==> config.mk <==
export PLATFORM = sky130hd
export DESIGN_NAME = sfc_engine
export DESIGN_NICKNAME = d
export VERILOG_FILES = /design/src/rtl/sfc_pkg.sv /design/src/rtl/sfc_sck_div.sv /design/src/rtl/sfc_tx_mux.sv /design/src/rtl/sfc_seq.sv /design/src/rtl/sfc_engine.sv
export SDC_FILE = /design/constraint.sdc
export NUM_CORES = 1
export LEC_CHECK = 0
export ABC_AREA = 1
export CAP_MARGIN = 0
export CORE_ASPECT_RATIO = 1.4
export CORE_MARGIN = 4
export CORE_UTILIZATION = 25
export CTS_CLUSTER_DIAMETER = 120
export CTS_CLUSTER_SIZE = 20
export DETAILED_ROUTE_END_ITERATION = 7
export DONT_BUFFER_PORTS = 1
export PLACE_DENSITY_LB_ADDON = 0.08
export RECOVER_POWER = 100
export SYNTH_ARGS = -nofsm -noshare
export SYNTH_HDL_FRONTEND = slang
export SYNTH_HIERARCHICAL = 1
export SYNTH_SLANG_ARGS = --single-unit
==> constraint.sdc <==
create_clock -name clk -period 2.7 [get_ports clk]
set_input_delay 0.135 -clock clk [delete_from_list [all_inputs] [get_ports clk]]
set_output_delay 0.135 -clock clk [all_outputs]
set_load 0.03 [all_outputs]
==> src/rtl/sfc_pkg.sv <==
package sfc_pkg;
    localparam int TX_MAX   = 8;
    localparam int RX_MAX   = 4;
    localparam int CW       = 4;
    localparam int RXW      = 3;
    localparam int GAP_TICKS = 4;

    localparam logic [1:0] A_CTRL = 2'd0;
    localparam logic [1:0] A_CMD  = 2'd1;
    localparam logic [1:0] A_DATA = 2'd2;
    localparam int START_BIT = 8;
    localparam int BUSY_BIT  = 16;

    typedef enum logic [1:0] {
        ST_IDLE  = 2'd0,
        ST_SHIFT = 2'd1,
        ST_GAP   = 2'd2
    } seq_state_e;

    typedef struct packed {
        seq_state_e   st;
        logic [CW-1:0] byte_idx;
        logic [2:0]   bit_idx;
        logic [7:0]   sh;
        logic [31:0]  acc;
        logic [1:0]   gap;
        logic         sck;
        logic         cs_n;
        logic         mosi;
        logic [CW-1:0] tx;
        logic [CW-1:0] total;
    } seq_t;

    typedef struct packed {
        logic [31:0]   cmd;
        logic [31:0]   data;
        logic [CW-1:0] tx;
        logic [RXW-1:0] rx;
    } regs_t;
endpackage

==> src/rtl/sfc_sck_div.sv <==
module sfc_sck_div #(
    parameter int HALF_DIV = 2
) (
    input  logic clk,
    input  logic rst_n,
    input  logic run,
    output logic tick
);
    localparam int DW = (HALF_DIV > 1) ? $clog2(HALF_DIV) : 1;
    localparam logic [DW-1:0] LAST = DW'(HALF_DIV - 1);

    logic [DW-1:0] cnt_d, cnt_q;

    always_comb begin
        tick  = run && (cnt_q == LAST);
        cnt_d = cnt_q;
        if (!run || tick) cnt_d = '0;
        else              cnt_d = cnt_q + 1'b1;
    end

    always_ff @(posedge clk or negedge rst_n) begin
        if (!rst_n) cnt_q <= '0;
        else        cnt_q <= cnt_d;
    end
endmodule

==> src/rtl/sfc_tx_mux.sv <==
module sfc_tx_mux (
    input  logic [31:0] cmd,
    input  logic [31:0] data,
    input  logic [3:0]  idx,
    output logic [7:0]  tx_byte
);
    always_comb begin
        case (idx)
            4'd0:    tx_byte = cmd[7:0];
            4'd1:    tx_byte = cmd[31:24];
            4'd2:    tx_byte = cmd[23:16];
            4'd3:    tx_byte = cmd[15:8];
            4'd4:    tx_byte = data[7:0];
            4'd5:    tx_byte = data[15:8];
            4'd6:    tx_byte = data[23:16];
            4'd7:    tx_byte = data[31:24];
            default: tx_byte = 8'h00;
        endcase
    end
endmodule

==> src/rtl/sfc_seq.sv <==
module sfc_seq
    import sfc_pkg::*;
(
    input  logic           clk,
    input  logic           rst_n,
    input  logic           launch,
    input  logic [CW-1:0]  tx_cnt,
    input  logic [RXW-1:0] rx_cnt,
    input  logic           tick,
    input  logic [31:0]    cmd,
    input  logic [31:0]    data,
    input  logic           miso,
    output logic           busy,
    output logic           cs_n,
    output logic           sck,
    output logic           mosi,
    output logic           finish,
    output logic [31:0]    rx_word
);
    seq_t q, d;
    logic [CW-1:0] sel;
    logic [7:0]    mux_byte;
    logic [7:0]    next_byte;
    logic [CW-1:0] rx_pos;

    sfc_tx_mux u_mux (
        .cmd     (cmd),
        .data    (data),
        .idx     (sel),
        .tx_byte (mux_byte)
    );

    always_comb begin
        sel       = launch ? '0 : q.byte_idx + 1'b1;
        next_byte = (sel < (launch ? tx_cnt : q.tx)) ? mux_byte : 8'h00;
        rx_pos    = q.byte_idx - q.tx;
        d         = q;
        finish    = 1'b0;
        case (q.st)
            ST_IDLE: begin
                if (launch) begin
                    d.st       = ST_SHIFT;
                    d.byte_idx = '0;
                    d.bit_idx  = 3'd7;
                    d.sh       = next_byte;
                    d.mosi     = next_byte[7];
                    d.cs_n     = 1'b0;
                    d.sck      = 1'b0;
                    d.acc      = '0;
                    d.tx       = tx_cnt;
                    d.total    = tx_cnt + CW'(rx_cnt);
                end
            end
            ST_SHIFT: begin
                if (tick) begin
                    if (!q.sck) begin
                        d.sck = 1'b1;
                        if (q.byte_idx >= q.tx)
                            d.acc[{rx_pos[1:0], q.bit_idx}] = miso;
                    end else begin
                        d.sck = 1'b0;
                        if (q.bit_idx == 3'd0) begin
                            if (q.byte_idx == q.total - 1'b1) begin
                                d.st   = ST_GAP;
                                d.cs_n = 1'b1;
                                d.mosi = 1'b0;
                                d.gap  = '0;
                            end else begin
                                d.byte_idx = q.byte_idx + 1'b1;
                                d.bit_idx  = 3'd7;
                                d.sh       = next_byte;
                                d.mosi     = next_byte[7];
                            end
                        end else begin
                            d.bit_idx = q.bit_idx - 3'd1;
                            d.mosi    = q.sh[q.bit_idx - 3'd1];
                        end
                    end
                end
            end
            ST_GAP: begin
                if (tick) begin
                    if (q.gap == 2'(GAP_TICKS - 1)) begin
                        d.st   = ST_IDLE;
                        finish = 1'b1;
                    end else begin
                        d.gap = q.gap + 2'd1;
                    end
                end
            end
            default: d.st = ST_IDLE;
        endcase
    end

    always_ff @(posedge clk or negedge rst_n) begin
        if (!rst_n) begin
            q      <= '0;
            q.st   <= ST_IDLE;
            q.cs_n <= 1'b1;
        end else begin
            q <= d;
        end
    end

    assign busy    = (q.st != ST_IDLE);
    assign cs_n    = q.cs_n;
    assign sck     = q.sck;
    assign mosi    = q.mosi;
    assign rx_word = q.acc;
endmodule

==> src/rtl/sfc_engine.sv <==
module sfc_engine
    import sfc_pkg::*;
#(
    parameter int SCK_HALF_DIV = 2
) (
    input  logic        clk,
    input  logic        rst_n,
    input  logic        reg_wr,
    input  logic [1:0]  reg_addr,
    input  logic [31:0] reg_wdata,
    output logic [31:0] reg_rdata,
    output logic        spi_cs_n,
    output logic        spi_sck,
    output logic        spi_mosi,
    input  logic        spi_miso
);
    regs_t          q, d;
    logic           busy, tick, finish, launch, wr_ok;
    logic [CW-1:0]  wr_tx;
    logic [RXW-1:0] wr_rx;
    logic [31:0]    rx_word;
    logic [31:0]    cmd_reg, data_reg;
    logic [RXW-1:0] rx_reg;

    always_comb begin
        wr_ok  = reg_wr && !busy;
        wr_tx  = reg_wdata[3:0];
        wr_rx  = (reg_wdata[7:4] > 4'(RX_MAX)) ? RXW'(RX_MAX) : reg_wdata[6:4];
        launch = wr_ok && (reg_addr == A_CTRL) && reg_wdata[START_BIT]
                 && (wr_tx != '0) && (wr_tx <= CW'(TX_MAX));
        d = q;
        if (wr_ok) begin
            case (reg_addr)
                A_CTRL: begin
                    d.tx = wr_tx;
                    d.rx = wr_rx;
                end
                A_CMD:   d.cmd  = reg_wdata;
                A_DATA:  d.data = reg_wdata;
                default: ;
            endcase
        end
        if (finish && (q.rx != '0)) d.data = rx_word;
    end

    always_ff @(posedge clk or negedge rst_n) begin
        if (!rst_n) q <= '0;
        else        q <= d;
    end

    always_comb begin
        case (reg_addr)
            A_CTRL:  reg_rdata = {15'd0, busy, 8'd0, 1'b0, q.rx, q.tx};
            A_CMD:   reg_rdata = q.cmd;
            A_DATA:  reg_rdata = q.data;
            default: reg_rdata = 32'd0;
        endcase
    end

    assign cmd_reg  = q.cmd;
    assign data_reg = q.data;
    assign rx_reg   = q.rx;

    sfc_sck_div #(.HALF_DIV(SCK_HALF_DIV)) u_div (
        .clk   (clk),
        .rst_n (rst_n),
        .run   (busy),
        .tick  (tick)
    );

    sfc_seq u_seq (
        .clk     (clk),
        .rst_n   (rst_n),
        .launch  (launch),
        .tx_cnt  (wr_tx),
        .rx_cnt  (wr_rx),
        .tick    (tick),
        .cmd     (q.cmd),
        .data    (q.data),
        .miso    (spi_miso),
        .busy    (busy),
        .cs_n    (spi_cs_n),
        .sck     (spi_sck),
        .mosi    (spi_mosi),
        .finish  (finish),
        .rx_word (rx_word)
    );
endmodule

==> impl_metrics.yaml <==
route:
  wl_per_cell_um: 18.5
  vias: 7329
  avgViaCountPerCell: 4.58
  ant_nets: 0
  drc: 0
  firstDrtPassIters: 4
  drtIter0Drc: 457
  totalWireLength_um: 29700
critical_path:
  critPathRequiredTime_ns: 3.05
  cp-endpoint: "u_seq/q[50]$_DFFE_PN0P_"
  r2r-end: "u_seq/q[51]$_DFFE_PN0P_"
  crit_start: "reg_wdata[0]"
  reg2reg_from: "u_seq/q[60]$_DFFE_PN0P_"
  reg2regPathDepth: 20
  cp-end-kind: "flip-flop"
  arrival_ns: 2.83
  cp-start-kind: "primary input"
  crit_type: "in -> reg"
  rrSetupSlack_ns: 0.25
  crit_path_max_fanout: 11
floorplanning:
  fp.dieH_um: 224
  dieArea_um2: 36200
  fp.coreArea_um2: 32600
  rows: 78
  io_pins: 73
  die_w_um: 162
  initial_utilization_pct: 25.5
logic_synthesis:
  yosys_warnings: 6
  yosys_most_used_dff: "dfrtp_1"
  synth_area_um2: 8300
  synth.net_count: 1191
  syn_inst: 1133
  ys_ff_latch: 134
  synth_edf_count: 0
  yosysSeqAreaShare_pct: 40.4
  ys_async_sr_fraction_pct: 100
  synthDistinctLibCells: 37
  syn_avg_cell_area_um2: 7.32
clock_tree:
  cts_made_buffers: 17
  htree_levels: 4
  insertion_delay_ns: 0.44
  clk_pin_slew_ns: 0.06
  cts_hold_buf: 32
  cts-root-buf: "clkbuf_16"
  cts_buffer_depth: 2
  cts_tree: "done"
  clock-sinks: 134
finish:
  layout-drive-gt1-share_pct: 11.9
  layout.nets: 1204
  final_cell_mix: "nand2_1 (277), nand3_1 (183), inv_1 (136), dfrtp_1 (133), nor2_1 (61)"
  diodes: 0
  final_cell_area_um2: 9740
  syn2layout_area_growth_pct: 17.4
  final_common_cell: "nand2_1"
  fin_util_pct: 29.9
power_and_ir_drop:
  power.total_w: 0.00483
  p_leak_nw: 4.83
  max-vdd-ir-drop_uv: 346
  power_density_nw_per_um2: 496
min_path:
  min_path_type: "in -> async"
status:
  status: "complete, but fails checks"
  violations: "negative hold slack"
timing:
  slew_violations: 0
  period_minus_slack_ns: 2.48
  period_share_pct: 91.7
  setup_violations: 0
  rsz0062_at_grt: "true"
  worstMarginPinSlew_ns: 1.17
  slew_headroom_pct: 22.1
  timing.fmax_mhz: 404
  fin_setup_tns_ns: 0
  holdWs_ns: -0.599
  hold_violations: 134
  fin_worst_skew_ns: 0.0102
grt:
  grt_pass1_vias: 7240
  grt_max_degree: 135
  grt_pass1_wl_um: 46100
  track_usage_pct: 16.7
  antenna_found_initial: 1
  grt.overflow.total: 0
job:
  max_cap_viol_count: 0
placed_design:
  port_buffers: 0
  place_area_um2: 8680
  gp_congestion: 0.793
  hpwl_um: 21200
[worst max-delay path, cell delays in order]
cell and delay [ns]:
dlygate4sd3_1 0.69, inv_1 0.13, nand3_1 0.15, nand2_1 0.06, nand3_1 0.11, nor2_4 0.06
nor2_1 0.48, nand2_2 0.13, clkinvlp_4 0.12, buf_12 0.13, buf_4 0.14, nand3_1 0.10
nand2_1 0.09, nor2_1 0.04, nand2_1 0.10, nand3_1 0.08, o21ai_0 0.07
[cells by family (layout without fill, tap and decap cells)]
kind of cell / count (synthesis) / in the layout / synth area share (%)
buf+inv: 232 / 258 / 13.2
flops: 134 / 134 / 40.4
compound gates: 160 / 160 / 11.8
simple gates: 578 / 578 / 30.5
fa+ha+maj: 20 / 20 / 3.20
xor+xnor: 9 / 9 / 0.950
[per-stage QoR]
stage / worst slack [ns] / hold slack (ns) / cells
detailed placement: -0.0562 / -0.152 / 1525
CTS: 0.0473 / -0.635 / 1592
global placement: -0.00373 / -0.152 / 1525
floorplan: 0.119 / -0.161 / 1133
global route: -0.00103 / -0.630 / 1599
finish: 0.224 / -0.599 / 1599
[routing by layer]
metal / vias to the layer above / track usage, % / wire length, um
li1: 3669 / - / -
met1: 3480 / 21.2 / 13000
met2: 151 / 28.6 / 14900
met3: 29 / 2.89 / 1070
met4: 0 / 5.73 / 677
met5: - / 0 / 0
[Yosys cell counts (3+ instances only)]
master / n / area [um^2]
inv_2: 10 / 37.5
xnor2_1: 4 / 35.0
dfrtp_1: 133 / 3330
nand3_1: 184 / 921
buf_4: 39 / 293
a21oi_1: 35 / 175
buf_6: 5 / 56.3
inv_1: 134 / 503
o22ai_1: 24 / 150
xor2_1: 5 / 43.8
a22o_1: 24 / 210
or2_2: 20 / 125
buf_1: 3 / 11.3
nor2_2: 9 / 56.3
ha_1: 18 / 225
o211ai_1: 6 / 45.0
o21ai_1: 19 / 95.1
clkbuf_1: 10 / 37.5
o31ai_1: 8 / 60.1
nand2_2: 7 / 43.8
nor2_1: 65 / 244
buf_2: 30 / 150
nand2_1: 284 / 1070
o21ai_0: 37 / 185
nor2_4: 3 / 33.8
[what timing repair did]
item	in CTS	in global routing
endpoints found under the hold margin	208	134
pin swaps	0	6
buffers inserted	3	6
endpoints found under the setup margin	4	49
gates resized for setup	3	15
gates cloned	0	1
[area by class of cell]
class	count	area [um^2]
Clock inverter	13	204
Clock buffer	19	443
Fill cell	3636	22900
Multi-Input combinational cell	767	3900
Tap cell	440	551
Sequential cell	134	3350
Timing Repair Buffer	80	732
Timing Repair inverter	1	5.00
Inverter	145	549
[power by group]
group | switching, W | internal, W
Clock | 0.000956 | 0.00166
Sequential | 0.0000184 | 0.00202
Combinational | 0.000115 | 0.0000630
[how the worst min path moves through the flow]
stage,startpoint,to
after global placement,rst_n,u_seq/q[58]$_DFFE_PN0P_
after detailed placement,rst_n,u_seq/q[2]$_DFFE_PN0P_
after floorplan,rst_n,cmd_reg[0]$_DFFE_PN0P_
after CTS,rst_n,u_seq/q[11]$_DFFE_PN0P_
after global routing,rst_n,u_seq/q[2]$_DFFE_PN0P_
final,rst_n,u_seq/q[2]$_DFFE_PN0P_
(Power assumes the default switching activity.)
